<file path="config.mk">
export PLATFORM = sky130hd
export DESIGN_NAME = scan_seq_top
export DESIGN_NICKNAME = d
export VERILOG_FILES = /design/src/rtl/scan_seq_pkg.sv /design/src/rtl/scan_seq_spi.sv /design/src/rtl/scan_seq_ctrl.sv /design/src/rtl/scan_seq_top.sv
export SDC_FILE = /design/constraint.sdc
export NUM_CORES = 1
export LEC_CHECK = 0
export ABC_AREA = 1
export BUFFER_PORTS_ARGS = -buffer_cell sky130_fd_sc_hd__buf_2
export CORE_MARGIN = 3
export CORE_UTILIZATION = 59
export CTS_CLUSTER_DIAMETER = 100
export DETAILED_ROUTE_END_ITERATION = 16
export GPL_TIMING_DRIVEN = 0
export PLACE_DENSITY = 0.83
export SYNTH_ARGS = -nofsm -noshare
export SYNTH_HDL_FRONTEND = slang
export SYNTH_SLANG_ARGS = --single-unit
export TNS_END_PERCENT = 30
</file>
<file path="constraint.sdc">
create_clock -name clk -period 3.15 [get_ports clk]
set_input_delay 0.4725 -clock clk [delete_from_list [all_inputs] [get_ports clk]]
set_output_delay 0.4725 -clock clk [all_outputs]
set_load 0.02 [all_outputs]
</file>
<file path="src/rtl/scan_seq_pkg.sv">
package scan_seq_pkg;
  localparam int WORD_W = 16;
  localparam int CHAN_W = 4;
  localparam int CFG_W  = 7;

  localparam logic [WORD_W-1:0] CMD_MANUAL = 16'h1000;
  localparam logic [WORD_W-1:0] CMD_WRITE  = 16'h0800;
  localparam logic [WORD_W-1:0] CMD_PINS   = 16'h4000;
  localparam logic [CFG_W-1:0]  SET_RANGE  = 7'h40;

  // strobes from control to the serial engine
  typedef struct packed {
    logic              frameGo;
    logic [WORD_W-1:0] txWord;
  } frameReq_t;

  // completion from the serial engine
  typedef struct packed {
    logic              frameDone;
    logic [WORD_W-1:0] rxWord;
  } frameRsp_t;

  // identity of the command sent in a frame
  typedef struct packed {
    logic              isCmd;
    logic [CHAN_W-1:0] chan;
    logic              last;
  } slotTag_t;

  typedef enum logic [1:0] {OP_INIT, OP_SCAN, OP_READ, OP_CFG} opKind_t;

  function automatic logic [WORD_W-1:0] manualCmd(input logic [CHAN_W-1:0] ch);
    return CMD_MANUAL | {5'b0, ch, 7'b0};
  endfunction
endpackage

</file>
<file path="src/rtl/scan_seq_spi.sv">
module scan_seq_spi
  import scan_seq_pkg::*;
#(
  parameter int DIV_W = 8
) (
  input  logic             clk,
  input  logic             rstN,
  input  frameReq_t        req,
  input  logic [DIV_W-1:0] halfPeriod,
  input  logic             miso,
  output frameRsp_t        rsp,
  output logic             sclk,
  output logic             csN,
  output logic             mosi
);
  localparam int BIT_W = $clog2(WORD_W);
  localparam logic [BIT_W-1:0] LAST_BIT = BIT_W'(WORD_W - 1);

  typedef enum logic [1:0] {D_IDLE, D_ACT, D_GAP} spiSt_t;

  spiSt_t            dst;
  logic [WORD_W-1:0] txShift;
  logic [WORD_W-1:0] rxShift;
  logic [BIT_W-1:0]  bitCnt;
  logic [DIV_W-1:0]  divCnt;
  logic [DIV_W-1:0]  halfReg;
  logic              doneR;
  logic              phaseEnd;

  assign phaseEnd = (divCnt == halfReg - DIV_W'(1));

  always_ff @(posedge clk or negedge rstN) begin
    if (!rstN) begin
      dst     <= D_IDLE;
      txShift <= '0;
      rxShift <= '0;
      bitCnt  <= '0;
      divCnt  <= '0;
      halfReg <= DIV_W'(1);
      sclk    <= 1'b0;
      csN     <= 1'b1;
      doneR   <= 1'b0;
    end else begin
      doneR <= 1'b0;
      case (dst)
        D_IDLE: begin
          if (req.frameGo) begin
            txShift <= req.txWord;
            csN     <= 1'b0;
            sclk    <= 1'b0;
            divCnt  <= '0;
            bitCnt  <= '0;
            halfReg <= (halfPeriod == '0) ? DIV_W'(1) : halfPeriod;
            dst     <= D_ACT;
          end
        end
        D_ACT: begin
          if (phaseEnd) begin
            divCnt <= '0;
            if (!sclk) begin
              sclk    <= 1'b1;
              rxShift <= {rxShift[WORD_W-2:0], miso};
            end else begin
              sclk <= 1'b0;
              if (bitCnt == LAST_BIT) begin
                csN <= 1'b1;
                dst <= D_GAP;
              end else begin
                bitCnt  <= bitCnt + BIT_W'(1);
                txShift <= {txShift[WORD_W-2:0], 1'b0};
              end
            end
          end else begin
            divCnt <= divCnt + DIV_W'(1);
          end
        end
        D_GAP: begin
          if (phaseEnd) begin
            divCnt <= '0;
            doneR  <= 1'b1;
            dst    <= D_IDLE;
          end else begin
            divCnt <= divCnt + DIV_W'(1);
          end
        end
        default: dst <= D_IDLE;
      endcase
    end
  end

  assign mosi          = csN ? 1'b0 : txShift[WORD_W-1];
  assign rsp.frameDone = doneR;
  assign rsp.rxWord    = rxShift;
endmodule

</file>
<file path="src/rtl/scan_seq_ctrl.sv">
module scan_seq_ctrl
  import scan_seq_pkg::*;
#(
  parameter int NUM_CH   = 16,
  parameter int RES_BITS = 12
) (
  input  logic                clk,
  input  logic                rstN,
  input  logic                scanStart,
  input  logic [NUM_CH-1:0]   chanMask,
  input  logic                readStart,
  input  logic [CHAN_W-1:0]   readChan,
  input  logic                cfgStart,
  input  logic [CFG_W-1:0]    cfgBits,
  input  frameRsp_t           rsp,
  output frameReq_t           req,
  output logic                busy,
  output logic                overrun,
  output logic                doneOut,
  output logic                resValid,
  output logic [CHAN_W-1:0]   resChan,
  output logic [RES_BITS-1:0] resSample,
  output logic                resLast,
  output logic                resTagErr
);
  localparam int SAMPLE_TOP = 11;

  typedef enum logic [1:0] {ST_IDLE, ST_ISSUE, ST_WAIT} ctrlSt_t;

  ctrlSt_t           st;
  opKind_t           op;
  logic [NUM_CH-1:0] remMask;
  logic [CHAN_W-1:0] readCh;
  logic [CFG_W-1:0]  cfgReg;
  logic [1:0]        step;
  logic [1:0]        flushLeft;
  slotTag_t          curTag, pipe0, pipe1;
  logic              curFinal;

  logic [CHAN_W-1:0] pick;
  logic [NUM_CH-1:0] remAfter;
  logic [WORD_W-1:0] planWord;
  slotTag_t          planTag;
  logic              planFinal;

  // lowest enabled channel still pending
  always_comb begin
    pick = '0;
    for (int i = NUM_CH - 1; i >= 0; i--) begin
      if (remMask[i]) pick = CHAN_W'(i);
    end
  end

  assign remAfter = remMask & ~(NUM_CH'(1) << pick);

  // word and identity of the next frame
  always_comb begin
    planWord  = '0;
    planTag   = '0;
    planFinal = 1'b0;
    case (op)
      OP_INIT: begin
        if (step == 2'd0) begin
          planWord = CMD_MANUAL | CMD_WRITE | {9'b0, SET_RANGE};
        end else begin
          planWord  = CMD_PINS;
          planFinal = 1'b1;
        end
      end
      OP_SCAN: begin
        if (remMask != '0) begin
          planWord      = manualCmd(pick);
          planTag.isCmd = 1'b1;
          planTag.chan  = pick;
          planTag.last  = (remAfter == '0);
        end else begin
          planFinal = (flushLeft == 2'd1);
        end
      end
      OP_READ: begin
        case (step)
          2'd0: begin
            planWord      = manualCmd(readCh);
            planTag.isCmd = 1'b1;
            planTag.chan  = readCh;
            planTag.last  = 1'b1;
          end
          2'd1:    planWord  = manualCmd(readCh);
          default: planFinal = 1'b1;
        endcase
      end
      OP_CFG: begin
        planWord  = CMD_MANUAL | CMD_WRITE | {9'b0, cfgReg};
        planFinal = 1'b1;
      end
      default: planFinal = 1'b1;
    endcase
  end

  always_ff @(posedge clk or negedge rstN) begin
    if (!rstN) begin
      st        <= ST_ISSUE;
      op        <= OP_INIT;
      remMask   <= '0;
      readCh    <= '0;
      cfgReg    <= '0;
      step      <= '0;
      flushLeft <= '0;
      curTag    <= '0;
      curFinal  <= 1'b0;
      pipe0     <= '0;
      pipe1     <= '0;
      overrun   <= 1'b0;
      doneOut   <= 1'b0;
      resValid  <= 1'b0;
      resChan   <= '0;
      resSample <= '0;
      resLast   <= 1'b0;
      resTagErr <= 1'b0;
    end else begin
      overrun  <= 1'b0;
      doneOut  <= 1'b0;
      resValid <= 1'b0;
      resLast  <= 1'b0;
      if (scanStart && st != ST_IDLE) overrun <= 1'b1;
      case (st)
        ST_IDLE: begin
          if (scanStart) begin
            if (chanMask == '0) begin
              doneOut <= 1'b1;
            end else begin
              op        <= OP_SCAN;
              remMask   <= chanMask;
              flushLeft <= 2'd2;
              st        <= ST_ISSUE;
            end
          end else if (readStart) begin
            op     <= OP_READ;
            readCh <= readChan;
            step   <= '0;
            st     <= ST_ISSUE;
          end else if (cfgStart) begin
            op     <= OP_CFG;
            cfgReg <= cfgBits;
            st     <= ST_ISSUE;
          end
        end
        ST_ISSUE: begin
          curTag   <= planTag;
          curFinal <= planFinal;
          step     <= step + 2'd1;
          if (op == OP_SCAN) begin
            if (remMask != '0) remMask <= remAfter;
            else flushLeft <= flushLeft - 2'd1;
          end
          st <= ST_WAIT;
        end
        ST_WAIT: begin
          if (rsp.frameDone) begin
            if (pipe1.isCmd) begin
              resValid  <= 1'b1;
              resChan   <= pipe1.chan;
              resSample <= rsp.rxWord[SAMPLE_TOP -: RES_BITS];
              resTagErr <= (rsp.rxWord[WORD_W-1 -: CHAN_W] != pipe1.chan);
              resLast   <= pipe1.last;
            end
            if (curFinal) begin
              pipe0   <= '0;
              pipe1   <= '0;
              doneOut <= (op != OP_INIT);
              st      <= ST_IDLE;
            end else begin
              pipe1 <= pipe0;
              pipe0 <= curTag;
              st    <= ST_ISSUE;
            end
          end
        end
        default: st <= ST_IDLE;
      endcase
    end
  end

  assign req.frameGo = (st == ST_ISSUE);
  assign req.txWord  = planWord;
  assign busy        = (st != ST_IDLE);
endmodule

</file>
<file path="src/rtl/scan_seq_top.sv">
module scan_seq_top
  import scan_seq_pkg::*;
#(
  parameter int NUM_CH   = 16,
  parameter int RES_BITS = 12,
  parameter int DIV_W    = 8
) (
  input  logic                clk,
  input  logic                rstN,
  input  logic                scanStart,
  input  logic [NUM_CH-1:0]   chanMask,
  input  logic                readStart,
  input  logic [3:0]          readChan,
  input  logic                cfgStart,
  input  logic [6:0]          cfgBits,
  input  logic [DIV_W-1:0]    halfPeriod,
  output logic                busy,
  output logic                overrun,
  output logic                doneOut,
  output logic                resValid,
  output logic [3:0]          resChan,
  output logic [RES_BITS-1:0] resSample,
  output logic                resLast,
  output logic                resTagErr,
  output logic                sclk,
  output logic                csN,
  output logic                mosi,
  input  logic                miso
);
  frameReq_t req;
  frameRsp_t rsp;

  scan_seq_ctrl #(.NUM_CH(NUM_CH), .RES_BITS(RES_BITS)) u_ctrl (
    .clk(clk), .rstN(rstN),
    .scanStart(scanStart), .chanMask(chanMask),
    .readStart(readStart), .readChan(readChan),
    .cfgStart(cfgStart), .cfgBits(cfgBits),
    .rsp(rsp), .req(req),
    .busy(busy), .overrun(overrun), .doneOut(doneOut),
    .resValid(resValid), .resChan(resChan), .resSample(resSample),
    .resLast(resLast), .resTagErr(resTagErr)
  );

  scan_seq_spi #(.DIV_W(DIV_W)) u_spi (
    .clk(clk), .rstN(rstN),
    .req(req), .halfPeriod(halfPeriod), .miso(miso),
    .rsp(rsp), .sclk(sclk), .csN(csN), .mosi(mosi)
  );
endmodule

</file>
==> results by group, run 1 <==
Pwr
  – PD cells: 566 mW/mm2
  – Max VDD drop: 0.419 mV
  – Pint: 3150 uW
  – Sequential share of power: 0.446
  – Sw Share: 0.263
  – Comb pwr share: 0.116
  – NetSw: roughly 1100 uW
  – Clock power share: 0.438
  – Static Leakage: around 0.0036 uW

Worst setup path
  – R2r startpoint: u_spi.halfReg[0]
  – Beginning of the critical path: u_spi.halfReg[0]
  – Worst EP arrival: 3.02 ns
  – CP Launch Type: flip-flop
  – Critical path class: reg2reg
  – R2r setup slk: 0.53 ns
  – Req. time, crit path: 3.55 ns
  – CP Capture Type: flip-flop
  – Max FO, Critical Path: 7

Synth
  – Sequential area share after synthesis: 0.513
  – Syn Nets: ~800
  – Ys flop type: dfrtp_1
  – Yosys warnings: 0
  – Syn avg cell area: 8.63 um2
  – Synth Area in Compound Gates: 0.165
  – Post-synth EDFFs: 0
  – #FFs+latches synth: 132
  – Post-Synth Simple-Gate Area: 0.180
  – Post-synthesis cell area: 0.00645 mm2
  – Unique masters post-synth: 49
  – Post-synthesis mux area share: 0.0122
  – Post-synthesis adder-cell area fraction: 0.0272
  – Ys async rst share: 1.00
  – Cells after Synth: 747
  – Synth Area in XOR/XNOR: 0.0285
  – Main combinational cell family by area after synthesis: simple AND/OR/NAND/NOR gates

Timing
  – Pins Over Slew Limit: 0
  – Hold slack: 0.165 ns
  – Achievable Freq: about 380 MHz
  – Relative slew slack: 0.601
  – Final Skew: slightly below 0.008 ns
  – Fin crit period: 2.62 ns
  – RSZ-0062 raised after global routing: no
  – Hold violation count in the final report: 0
  – TNS Setup: 0 ns
  – Final critical-path share of the clock period: 0.831
  – Setup violations, final: 0
  – Slew @ Worst Pin: 0.593 ns

Floorplan
  – Initial core utilization: 0.616
  – Die Ht: ~110 um
  – IO Count: 66
  – Core area: 0.0105 mm2
  – Die footprint: 0.0122 mm2
  – Die width: 111 um
  – Site Rows: 37

Route
  – DR vias: 5658
  – DRC violations left: 0
  – DR vias/cell: 5.77
  – Final antenna-violating net count: 0
  – Iter 0 DRT Violations: 578
  – First-pass DRT Iterations: 7
  – Wirelength per Cell: 16.3 um
  – Drt total wl: 16.0 mm

Place
  – IO Port Bufs: 65
  – Post-DP Area: 0.00698 mm2
  – Hpwl dp: 11.3 mm
  – Placed cell count: ~950
  – Placer Congestion: 0.901

Clock network
  – Skew-Pair Late Insertion Delay: 0.53 ns
  – Postcts setup bufs: 0
  – Hold Buf Count CTS: 1
  – Root Buffer: clkbuf_8
  – Clock Path Buffers: 2
  – Cts repair resizes: 0
  – # clock sinks: 132
  – Clock transition at the registers of the reported paths: ~0.06 ns
  – CTS H-Tree Depth: 4
  – Clock buffers created by TritonCTS: 17
  – TritonCTS clock tree: done

GRT
  – Met2 usage: 0.433
  – GRT met1 Usage: 0.348
  – Busiest metal layer after global routing: met2
  – Largest net degree at the start of global routing: 89
  – Initial antenna violation count: 0
  – GRT Overall Usage: 0.264
  – GR Layer Usage met3: 0.0630
  – Remaining global-route overflow: 0
  – First-pass GRT wire length: 26.4 mm
  – Vias in the first global route: 5468

Cells and area
  – Share of layout cells above drive strength 1: 0.147
  – # diodes: 0
  – Non-Filler Instances: 980
  – Fin area: 0.00754 mm2
  – Final nets: 888
  – Area growth, synth to finish: 17.0%
  – FILL cells: a little over 800

Status
  – Status: finished clean

Worst hold path
  – Hold Crit Start: readChan[0]
  – Min-delay worst type: in2reg

Job
  – Max_cap viols: 0
[layout by cell type, fill, tap and decap left out, types with 4 or more instances in the layout]
master,instances
xor2_1,15
nand2_1,150
nor2_1,46
dfrtp_1,129
nand3_1,28
o21ai_1,13
inv_1,98
clkinv_2,5
mux2_2,7
nor4_1,5
o21ai_0,90
clkbuf_1,20
o211ai_1,8
o22ai_1,23
nor3_1,13
a22oi_1,9
clkbuf_16,16
o31ai_1,4
a21oi_1,23
xnor2_1,6
nand4_1,10
ha_1,14
buf_2,65
[metal layers]
metal	vias up	share of wire
li1	2659	-
met1	2697	0.42
met2	269	0.49
met3	33	0.072
met4	0	0.016
met5	-	0
[synthesized netlist by cell type (2+ instances only)]
| cell type | instances | share of area |
|---|---|---|
| mux2_2 | 7 | 0.012 |
| xnor2_1 | 6 | 0.0082 |
| nor2_1 | 46 | 0.027 |
| nand2_2 | 3 | 0.0029 |
| clkbuf_1 | 19 | 0.011 |
| nor4_1 | 5 | 0.0049 |
| nand3_1 | 28 | 0.022 |
| xor2_1 | 15 | 0.020 |
| nand2_1 | 150 | 0.087 |
| o21ai_0 | 90 | 0.070 |
| ha_1 | 14 | 0.027 |
| o22ai_1 | 23 | 0.022 |
| o31ai_1 | 4 | 0.0047 |
| o21ai_1 | 13 | 0.010 |
| o21bai_1 | 3 | 0.0035 |
| inv_1 | 98 | 0.057 |
| a21oi_1 | 23 | 0.018 |
| nor3_1 | 13 | 0.010 |
| dfrtp_1 | 129 | 0.50 |
| dfstp_2 | 3 | 0.012 |
| buf_6 | 2 | 0.0035 |
| a22oi_1 | 9 | 0.010 |
| inv_2 | 2 | 0.0012 |
| nand4_1 | 10 | 0.0097 |
| o211ai_1 | 8 | 0.0093 |
[final timing paths]
check,end,depth (start not counted)
hold reg to reg,u_ctrl.resSample[4],2
max in group asynchronous,u_spi.txShift[0],3
setup / recovery,u_spi.bitCnt[2],14
setup reg to reg,u_spi.bitCnt[2],14
min in group asynchronous,u_ctrl.remMask[7],2
hold / removal,u_ctrl.readCh[0],3
[sequential cells by signal, summed over array words and instances, names as in the netlist, 2 cells and up]
name,flops
u_ctrl.cfgReg,7
u_ctrl.curTag,6
u_ctrl.flushLeft,2
u_ctrl.op,2
u_ctrl.pipe0,6
u_ctrl.pipe1,6
u_ctrl.readCh,4
u_ctrl.remMask,16
u_ctrl.resChan,4
u_ctrl.resSample,12
u_ctrl.st,2
u_ctrl.step,2
u_spi.bitCnt,4
u_spi.divCnt,8
u_spi.dst,2
u_spi.halfReg,8
u_spi.rxShift,16
u_spi.txShift,16
[power by group through the flow]
| stage | Combinational, uW | Clock [uW] | Sequential (uW) |
|---|---|---|---|
| floorplan | 342 | 0 | 1910 |
| global placement | 462 | 0 | 1920 |
| detailed placement | 490 | 0 | 1930 |
| CTS | 496 | 1880 | 1900 |
| global route | 552 | 1970 | 1910 |
| finish | 495 | 1870 | 1900 |
[critical path: stages (launching register included)]
cell and delay, ns:
dfstp_2 0.54, inv_2 0.06, ha_1 0.22, xnor2_1 0.14, xor2_1 0.15, a2111oi_2 0.39, nand2_2 0.21, nand2_2 0.13
nand2_2 0.07, nor2_4 0.13, nand2_4 0.10, inv_2 0.13, nand3_1 0.10, nand2_1 0.08, nor2_1 0.05
[kinds of logic after synthesis]
group	after synthesis
simple gates	266
compound gates	184
flops	132
buf+inv	123
xor+xnor	21
fa+ha+maj	14
mux	7
[stage by stage]
step / setup slack [ns] / util / total power (uW)
final: 0.532 / 0.721 / 4270
after floorplan: 0.828 / - / 2250
after global placement: -0.0618 / 0.663 / 2380
after CTS: 0.567 / 0.721 / 4270
after global routing: 0.299 / 0.721 / 4430
after detailed placement: 0.611 / 0.667 / 2420
[cell type report]
type                       count  area, um2  share of cell area
multi-input combinational    492       2660               0.353
tap                          136        170              0.0226
clock buffer                  20        445              0.0591
timing repair buffer          67        369              0.0490
inverter                     101        379              0.0503
sequential                   132       3310               0.439
buffer                        22       98.8              0.0131
clock inverter                10        109              0.0144
No activity file was read; power rests on OpenSTA's default activity.
==> inputs of run 2 (changes only) <==
--- a/config.mk
+++ b/config.mk
@@ -8,11 +8,11 @@
 export ABC_AREA = 1
 export BUFFER_PORTS_ARGS = -buffer_cell sky130_fd_sc_hd__buf_2
 export CORE_MARGIN = 3
-export CORE_UTILIZATION = 59
+export CORE_UTILIZATION = 53
 export CTS_CLUSTER_DIAMETER = 100
 export DETAILED_ROUTE_END_ITERATION = 16
 export GPL_TIMING_DRIVEN = 0
-export PLACE_DENSITY = 0.83
+export PLACE_DENSITY = 0.79
 export SYNTH_ARGS = -nofsm -noshare
 export SYNTH_HDL_FRONTEND = slang
 export SYNTH_SLANG_ARGS = --single-unit
==> constraint.sdc (replaced) <==
create_clock -name clk -period 2.4 [get_ports clk]
set_input_delay 0.36 -clock clk [delete_from_list [all_inputs] [get_ports clk]]
set_output_delay 0.36 -clock clk [all_outputs]
set_load 0.02 [all_outputs]
==> run 2 against run 1 <==
  * Cell area is 3.2% higher
  * Largest power group unchanged
  * Clock power is 29% higher
  * Critical endpoint is now u_spi.txShift[6]
  * Sequential power is 31% higher
  * Non-clock buffer count is 12 higher
==> results by group, run 2 (synthesis results as in run 1) <==
Status
  – Status: finished clean

Worst setup path
  – Worst R2R Path Depth: 16 (+2)
  – CP Capture Type: flip-flop
  – Max FO, Critical Path: 10 (+3)
  – Worst EP arrival: 2.69 ns (-0.33 ns)
  – R2r startpoint: u_spi.halfReg[0]
  – Critical path class: reg2reg
  – R2r setup slk: 0.008 ns (-0.52 ns)
  – CP Launch Type: flip-flop
  – FF-to-FF End: u_spi.txShift[6]
  – Req. time, crit path: 2.69 ns (-0.86 ns)

Worst hold path
  – Endpoint, Worst Hold: u_ctrl.readCh[2]
  – Hold Path Depth: 3 (unchanged)
  – Min-delay worst type: in2reg
  – Hold Crit Start: readChan[2]

Timing
  – RSZ-0062 raised after global routing: yes
  – Achievable Freq: 418 MHz (+9.5%)
  – Hold violation count in the final report: 0 (unchanged)
  – Slew @ Worst Pin: 0.576 ns (-0.0168 ns)
  – Fin crit period: 2.39 ns (-0.226 ns)
  – Pins Over Slew Limit: 0 (unchanged)
  – Setup violations, final: 0 (unchanged)
  – Final critical-path share of the clock period: 0.996 (+0.165)
  – Final worst slack: 0.00845 ns (-0.524 ns)
  – Final Skew: 0.00666 ns (-0.00115 ns)
  – Relative slew slack: 0.616 (+0.0154)

Route
  – Wirelength per Cell: 15.2 um (-6.5%)
  – Drt total wl: 15.2 mm (-4.5%)
  – Final antenna-violating net count: 0 (unchanged)
  – Iter 0 DRT Violations: 402 (-30%)
  – DR vias/cell: 5.55 (-3.9%)
  – First-pass DRT Iterations: 5 (-2)
  – DRC violations left: 0 (unchanged)
  – DR vias: 5551 (-1.9%)

Floorplan
  – Core area: 0.0117 mm2 (+11%)
  – Die footprint: 0.0135 mm2 (+11%)
  – Die Ht: 116 um (+5.2%)
  – Die width: 116 um (+5.2%)
  – IO Count: 66 (unchanged)
  – Site Rows: 39 (+5.4%)
  – Initial core utilization: 0.553 (-0.0634)

GRT
  – Vias in the first global route: 5402 (-1.2%)
  – Initial antenna violation count: 0 (unchanged)
  – First-pass GRT wire length: 24.8 mm (-6.1%)
  – Largest net degree at the start of global routing: 96 (+7.9%)
  – Remaining global-route overflow: 0 (unchanged)
  – GRT Overall Usage: 0.232 (-0.0325)

Place
  – Hpwl dp: 10.6 mm (-6.1%)
  – Placer Congestion: 0.946 (+5.1%)
  – Setup WS pre-CTS: -0.150 ns (-0.761 ns)
  – IO Port Bufs: 65 (unchanged)

Cells and area
  – # diodes: 0 (unchanged)
  – Area growth, synth to finish: 20.7%
  – Most common cell after layout, fill and taps aside: nand2_1
  – Share of layout cells above drive strength 1: 0.197 (+0.0501)
  – Most frequent cells in the layout: nand2_1, dfrtp_1, inv_1
  – FILL cells: 914 (+14%)
  – Final nets: 900 (+1.4%)
  – Register Area: 0.00331 mm2 (unchanged)
  – Multi-input logic area: 0.00278 mm2 (+4.4%)
  – Top Registers: u_ctrl.remMask: 16 flops, u_spi.rxShift: 16 flops, u_spi.txShift: 16 flops

Clock network
  – Clock buffers created by TritonCTS: 17 (unchanged)
  – Skew-Pair Late Insertion Delay: 0.42 ns (-0.11 ns)
  – CTS H-Tree Depth: 4 (unchanged)
  – Root Buffer: clkbuf_16
  – Clock transition at the registers of the reported paths: 0.06 ns (about the same)
  – # clock sinks: 132 (unchanged)
  – Clock Path Buffers: 2 (unchanged)
  – TritonCTS clock tree: done

Pwr
  – PD cells: 723 mW/mm2 (+28%)
  – Final Total Pwr: 5620 uW (+32%)
  – Max VDD drop: 0.505 mV (+20%)
  – Static Leakage: 0.00363 uW (+2.2%)

Job
  – Max_cap viols: 0 (unchanged)
==> run 2: changes by cell type in the layout (fill, tap and decap cells not counted), sizes merged <==
cell / previous run / this run
bufinv: 2 / 1
inv: 100 / 99
clkbuf: 39 / 34
clkinvlp: 2 / 6
clkinv: 7 / 8
buf: 69 / 85
==> run 2: report_power, final <==
part	leakage, uW	switching, uW	internal (uW)	total, uW
Clock	0.000267	953	1470	2420
Sequential	0.00169	121	2370	2490
Combinational	0.00168	437	274	711
Total	0.00363	1510	4110	5620
==> run 2: repair_timing <==
item                                    CTS  global route
hold buffers                              1             0
gates resized for setup                  19            34
endpoints found under the setup margin   46            56
gates cloned                              1             0
pin swaps                                 2             7
endpoints found under the hold margin    36             0
setup buffers                             5             6
==> run 2: through the flow <==
stage          cell area, um2  setup TNS [ns]   util  cells  hold WS [ns]
2_1_floorplan            6450               0      -    747        0.0644
5_1_grt                  7780           -2.49  0.667   1001         0.169
3_3_place_gp             6950          -85.49  0.596    955         0.461
6_report                 7780               0  0.667   1001         0.156
4_1_cts                  7650         -0.0343  0.656    995         0.149
3_5_place_dp             6980           -2.36  0.599    956         0.280
==> run 2: area by class of cell <==
| class | instances | share of cell area |
|---|---|---|
| plain buffers | 22 | 0.0140 |
| repair buffers | 79 | 0.0587 |
| multi-input cells | 492 | 0.357 |
| well taps | 143 | 0.0230 |
| clock buffers | 19 | 0.0582 |
| inverters | 101 | 0.0499 |
| flip-flops and latches | 132 | 0.425 |
| clock inverters | 13 | 0.0142 |
==> run 2: worst max-delay path, cell delays in order (launching register included) <==
cell,delay (ns)
dfstp_2,0.56
inv_4,0.05
ha_4,0.17
nand2_4,0.07
nor3_2,0.04
xor2_1,0.17
or2_1,0.13
nand3_2,0.08
nor3_4,0.16
nand2_2,0.09
nand2_2,0.09
nand2_2,0.07
nor2_4,0.12
nand2_4,0.11
buf_4,0.19
nand2_1,0.08
o21ai_1,0.08
==> run 2: how the worst max path moves through the flow <==
| stage | endpoint | from | slack, ns |
|---|---|---|---|
| finish | u_spi.txShift[6] | u_spi.halfReg[0] | 0.008 |
| global route | u_spi.bitCnt[3] | u_spi.halfReg[0] | -0.15 |
| CTS | u_spi.txShift[6] | u_spi.halfReg[0] | -0.02 |
| detailed placement | u_spi.txShift[11] | u_spi.halfReg[0] | -0.15 |
| global placement | u_ctrl.cfgReg[3] | rstN | -0.67 |
| floorplan | u_spi.txShift[11] | u_spi.halfReg[0] | 0.08 |
==> run 2: metal layers <==
metal  part of all wire  vias up  wire [um]  global-route usage
met5                  0        -          0                   0
met1               0.41     2610       6310               0.287
met2               0.50      199       7680               0.398
met4              0.036        0        551               0.105
met3              0.045       44        693              0.0373
li1                   -     2698          -                   -
==> inputs of run 3 (changes only) <==
--- a/config.mk
+++ b/config.mk
@@ -7,12 +7,14 @@
 export LEC_CHECK = 0
 export ABC_AREA = 1
 export BUFFER_PORTS_ARGS = -buffer_cell sky130_fd_sc_hd__buf_2
+export CELL_PAD_IN_SITES_DETAIL_PLACEMENT = 1
+export CELL_PAD_IN_SITES_GLOBAL_PLACEMENT = 1
 export CORE_MARGIN = 3
-export CORE_UTILIZATION = 53
+export CORE_UTILIZATION = 40
 export CTS_CLUSTER_DIAMETER = 100
 export DETAILED_ROUTE_END_ITERATION = 16
 export GPL_TIMING_DRIVEN = 0
-export PLACE_DENSITY = 0.79
+export PLACE_DENSITY = 0.78
 export SYNTH_ARGS = -nofsm -noshare
 export SYNTH_HDL_FRONTEND = slang
 export SYNTH_SLANG_ARGS = --single-unit
==> run 3 against run 2 <==
  * Final cell count increased by 7.3%
  * Count of clock-buffer cells in the layout unchanged
  * The flow now finishes with violations (negative setup slack)
  * Utilization decreased by 15 points
  * Global-route usage decreased by 1.9 points
  * Largest power group is now the clock network
  * Maximum frequency decreased by 4.8%
  * Non-clock buffer count increased by 4
  * Critical path type unchanged
  * Highest routed layer unchanged
  * Largest cell class unchanged
  * Worst setup slack got worse by 0.12 ns
  * Via count increased by 1.5%
==> results by group, run 3 (synthesis results as in run 1) <==
Status
  – Status: finished, violations left
  – Failing checks: negative setup slack

Job
  – Max_cap viols: 0 (unchanged)

Cells and area
  – # diodes: 0 (unchanged)
  – Final nets: 905 (+0.56%)
  – Most frequent cells in the layout: nand2_1, dfrtp_1, inv_1
  – Most common cell after layout, fill and taps aside: nand2_1
  – Area growth, synth to finish: 24.4%
  – Non-Filler Instances: 1074 (+7.3%)
  – Register Area: 0.00331 mm2 (unchanged)
  – Multi-input logic area: 0.00286 mm2 (+2.9%)
  – Share of layout cells above drive strength 1: 0.214 (+0.0174)
  – Fin util: 0.518 (-0.149)
  – FILL cells: 1837 (+100%)
  – Top Registers: u_ctrl.remMask: 16 flops, u_spi.rxShift: 16 flops, u_spi.txShift: 16 flops

Clock network
  – CTS H-Tree Depth: 4 (unchanged)
  – Clock buffers created by TritonCTS: 17 (unchanged)
  – Skew-Pair Late Insertion Delay: 0.42 ns (about the same)
  – Root Buffer: clkbuf_16
  – # clock sinks: 132 (unchanged)
  – Clock transition at the registers of the reported paths: 0.06 ns (about the same)
  – TritonCTS clock tree: done
  – Clock Path Buffers: 2 (unchanged)

Timing
  – Relative slew slack: 0.541 (-0.0746)
  – Slew @ Worst Pin: 0.688 ns (+0.112 ns)
  – Setup violations, final: 20 (+20)
  – Hold violation count in the final report: 0 (unchanged)
  – Hold slack: 0.159 ns (+0.00371 ns)
  – Fin crit period: 2.51 ns (+0.120 ns)
  – Final critical-path share of the clock period: 1.05 (+0.0502)
  – Achievable Freq: 398 MHz (-4.8%)
  – Pins Over Slew Limit: 0 (unchanged)
  – Final Skew: 0.00783 ns (+0.00117 ns)
  – Final worst slack: -0.112 ns (-0.120 ns)
  – RSZ-0062 raised after global routing: yes

Pwr
  – PD cells: 717 mW/mm2 (-0.84%)
  – Static Leakage: 0.00370 uW (+1.9%)
  – Max VDD drop: 0.645 mV (+28%)

Worst setup path
  – End point of the critical path: u_ctrl.curTag[0]
  – Critical path class: reg2reg
  – CP Capture Type: flip-flop
  – FF-to-FF End: u_ctrl.curTag[0]
  – R2r startpoint: u_ctrl.remMask[1]
  – Worst R2R Path Depth: 17 (+1)
  – Worst EP arrival: 2.87 ns (+0.18 ns)
  – R2r setup slk: -0.11 ns (-0.12 ns)
  – Max FO, Critical Path: 9 (-1)
  – CP Launch Type: flip-flop
  – Req. time, crit path: 2.76 ns (+0.07 ns)
  – Beginning of the critical path: u_ctrl.remMask[1]

GRT
  – First-pass GRT wire length: 30.2 mm (+22%)
  – GRT Overall Usage: 0.212 (-0.0192)
  – Vias in the first global route: 6042 (+12%)
  – Remaining global-route overflow: 0 (unchanged)
  – Initial antenna violation count: 0 (unchanged)
  – Largest net degree at the start of global routing: 75 (-22%)

Route
  – Drt total wl: 18.8 mm (+24%)
  – Iter 0 DRT Violations: 300 (-25%)
  – First-pass DRT Iterations: 4 (-1)
  – Wirelength per Cell: 17.5 um (+15%)
  – DR vias: 5632 (+1.5%)
  – DRC violations left: 0 (unchanged)
  – DR vias/cell: 5.24 (-5.4%)
  – Final antenna-violating net count: 0 (unchanged)

Place
  – Hpwl dp: 12.6 mm (+19%)
  – Placer Congestion: 0.892 (-5.7%)
  – IO Port Bufs: 65 (unchanged)
  – Placed cell count: 1024 (+7.1%)
  – Setup WS pre-CTS: -0.265 ns (-0.115 ns)

Floorplan
  – Die Ht: 133 um (+14%)
  – Core area: 0.0155 mm2 (+33%)
  – Die footprint: 0.0177 mm2 (+31%)
  – IO Count: 66 (unchanged)
  – Site Rows: 45 (+15%)
  – Initial core utilization: 0.416 (-0.136)
  – Die width: 133 um (+14%)

Worst hold path
  – Min-delay worst type: in2reg
  – Hold Path Depth: 3 (unchanged)
## run 3: per-stage QoR
stage          total power (uW)  TNS, ns  cell area (um2)
3_3_place_gp               3140  -103.38             7040
2_1_floorplan              2950        0             6450
5_1_grt                    6010    -6.49             8020
3_5_place_dp               3200    -3.52             7070
4_1_cts                    5730   -0.806             7830
6_report                   5750   -0.723             8020
## run 3: routing by layer
metal  up-vias  GRT usage  wire length [um]
met5         -          0                 0
met4         0     0.0652               204
met3        18     0.0411               613
met2       111      0.387             10100
met1      2808      0.252              7950
li1       2695          -                 -
## run 3: report_power, final
group	internal, uW	switching [uW]
Combinational	272	458
Clock	1460	1050
Sequential	2370	129
Total	4110	1640
## run 3: critical path, cell delays in order (launching register included)
cell	delay [ns]
dfrtp_1	0.41
inv_1	0.18
nand2_1	0.17
nor3_2	0.14
inv_1	0.12
nor2_1	0.19
nand2_4	0.14
clkinvlp_4	0.18
nand4_1	0.20
nand2_1	0.11
nand2_1	0.06
nor2_1	0.11
nand2_1	0.06
nor2_1	0.09
nand3_1	0.11
nand2_1	0.09
nand2_1	0.06
nand2_1	0.07
## run 3: area by class of cell
cell class,count,share of cell area
Timing Repair Buffer,83,0.0645
Multi-Input combinational cell,493,0.357
Tap cell,211,0.0329
Clock buffer,19,0.0553
Clock inverter,13,0.0155
Sequential cell,132,0.413
Inverter,101,0.0484
Buffer,22,0.0144
## run 3: worst min-delay path by stage
stage | start | end | slack [ns]
global route | cfgBits[1] | u_ctrl.cfgReg[1] | 0.16
global placement | u_ctrl.resSample[2] | u_ctrl.resSample[2] | 0.46
floorplan | rstN | u_ctrl.cfgReg[0] | 0.06
CTS | readChan[0] | u_ctrl.readCh[0] | 0.14
detailed placement | rstN | u_ctrl.pipe1[0] | 0.38
finish | readChan[0] | u_ctrl.readCh[0] | 0.16
## run 3: what timing repair did
action	in CTS	in global routing
pin swaps	8	8
setup buffers	6	8
endpoints found under the setup margin	54	69
resized for setup	33	43
hold buffers	1	0
cloned	3	0
hold endpoints to repair	57	0
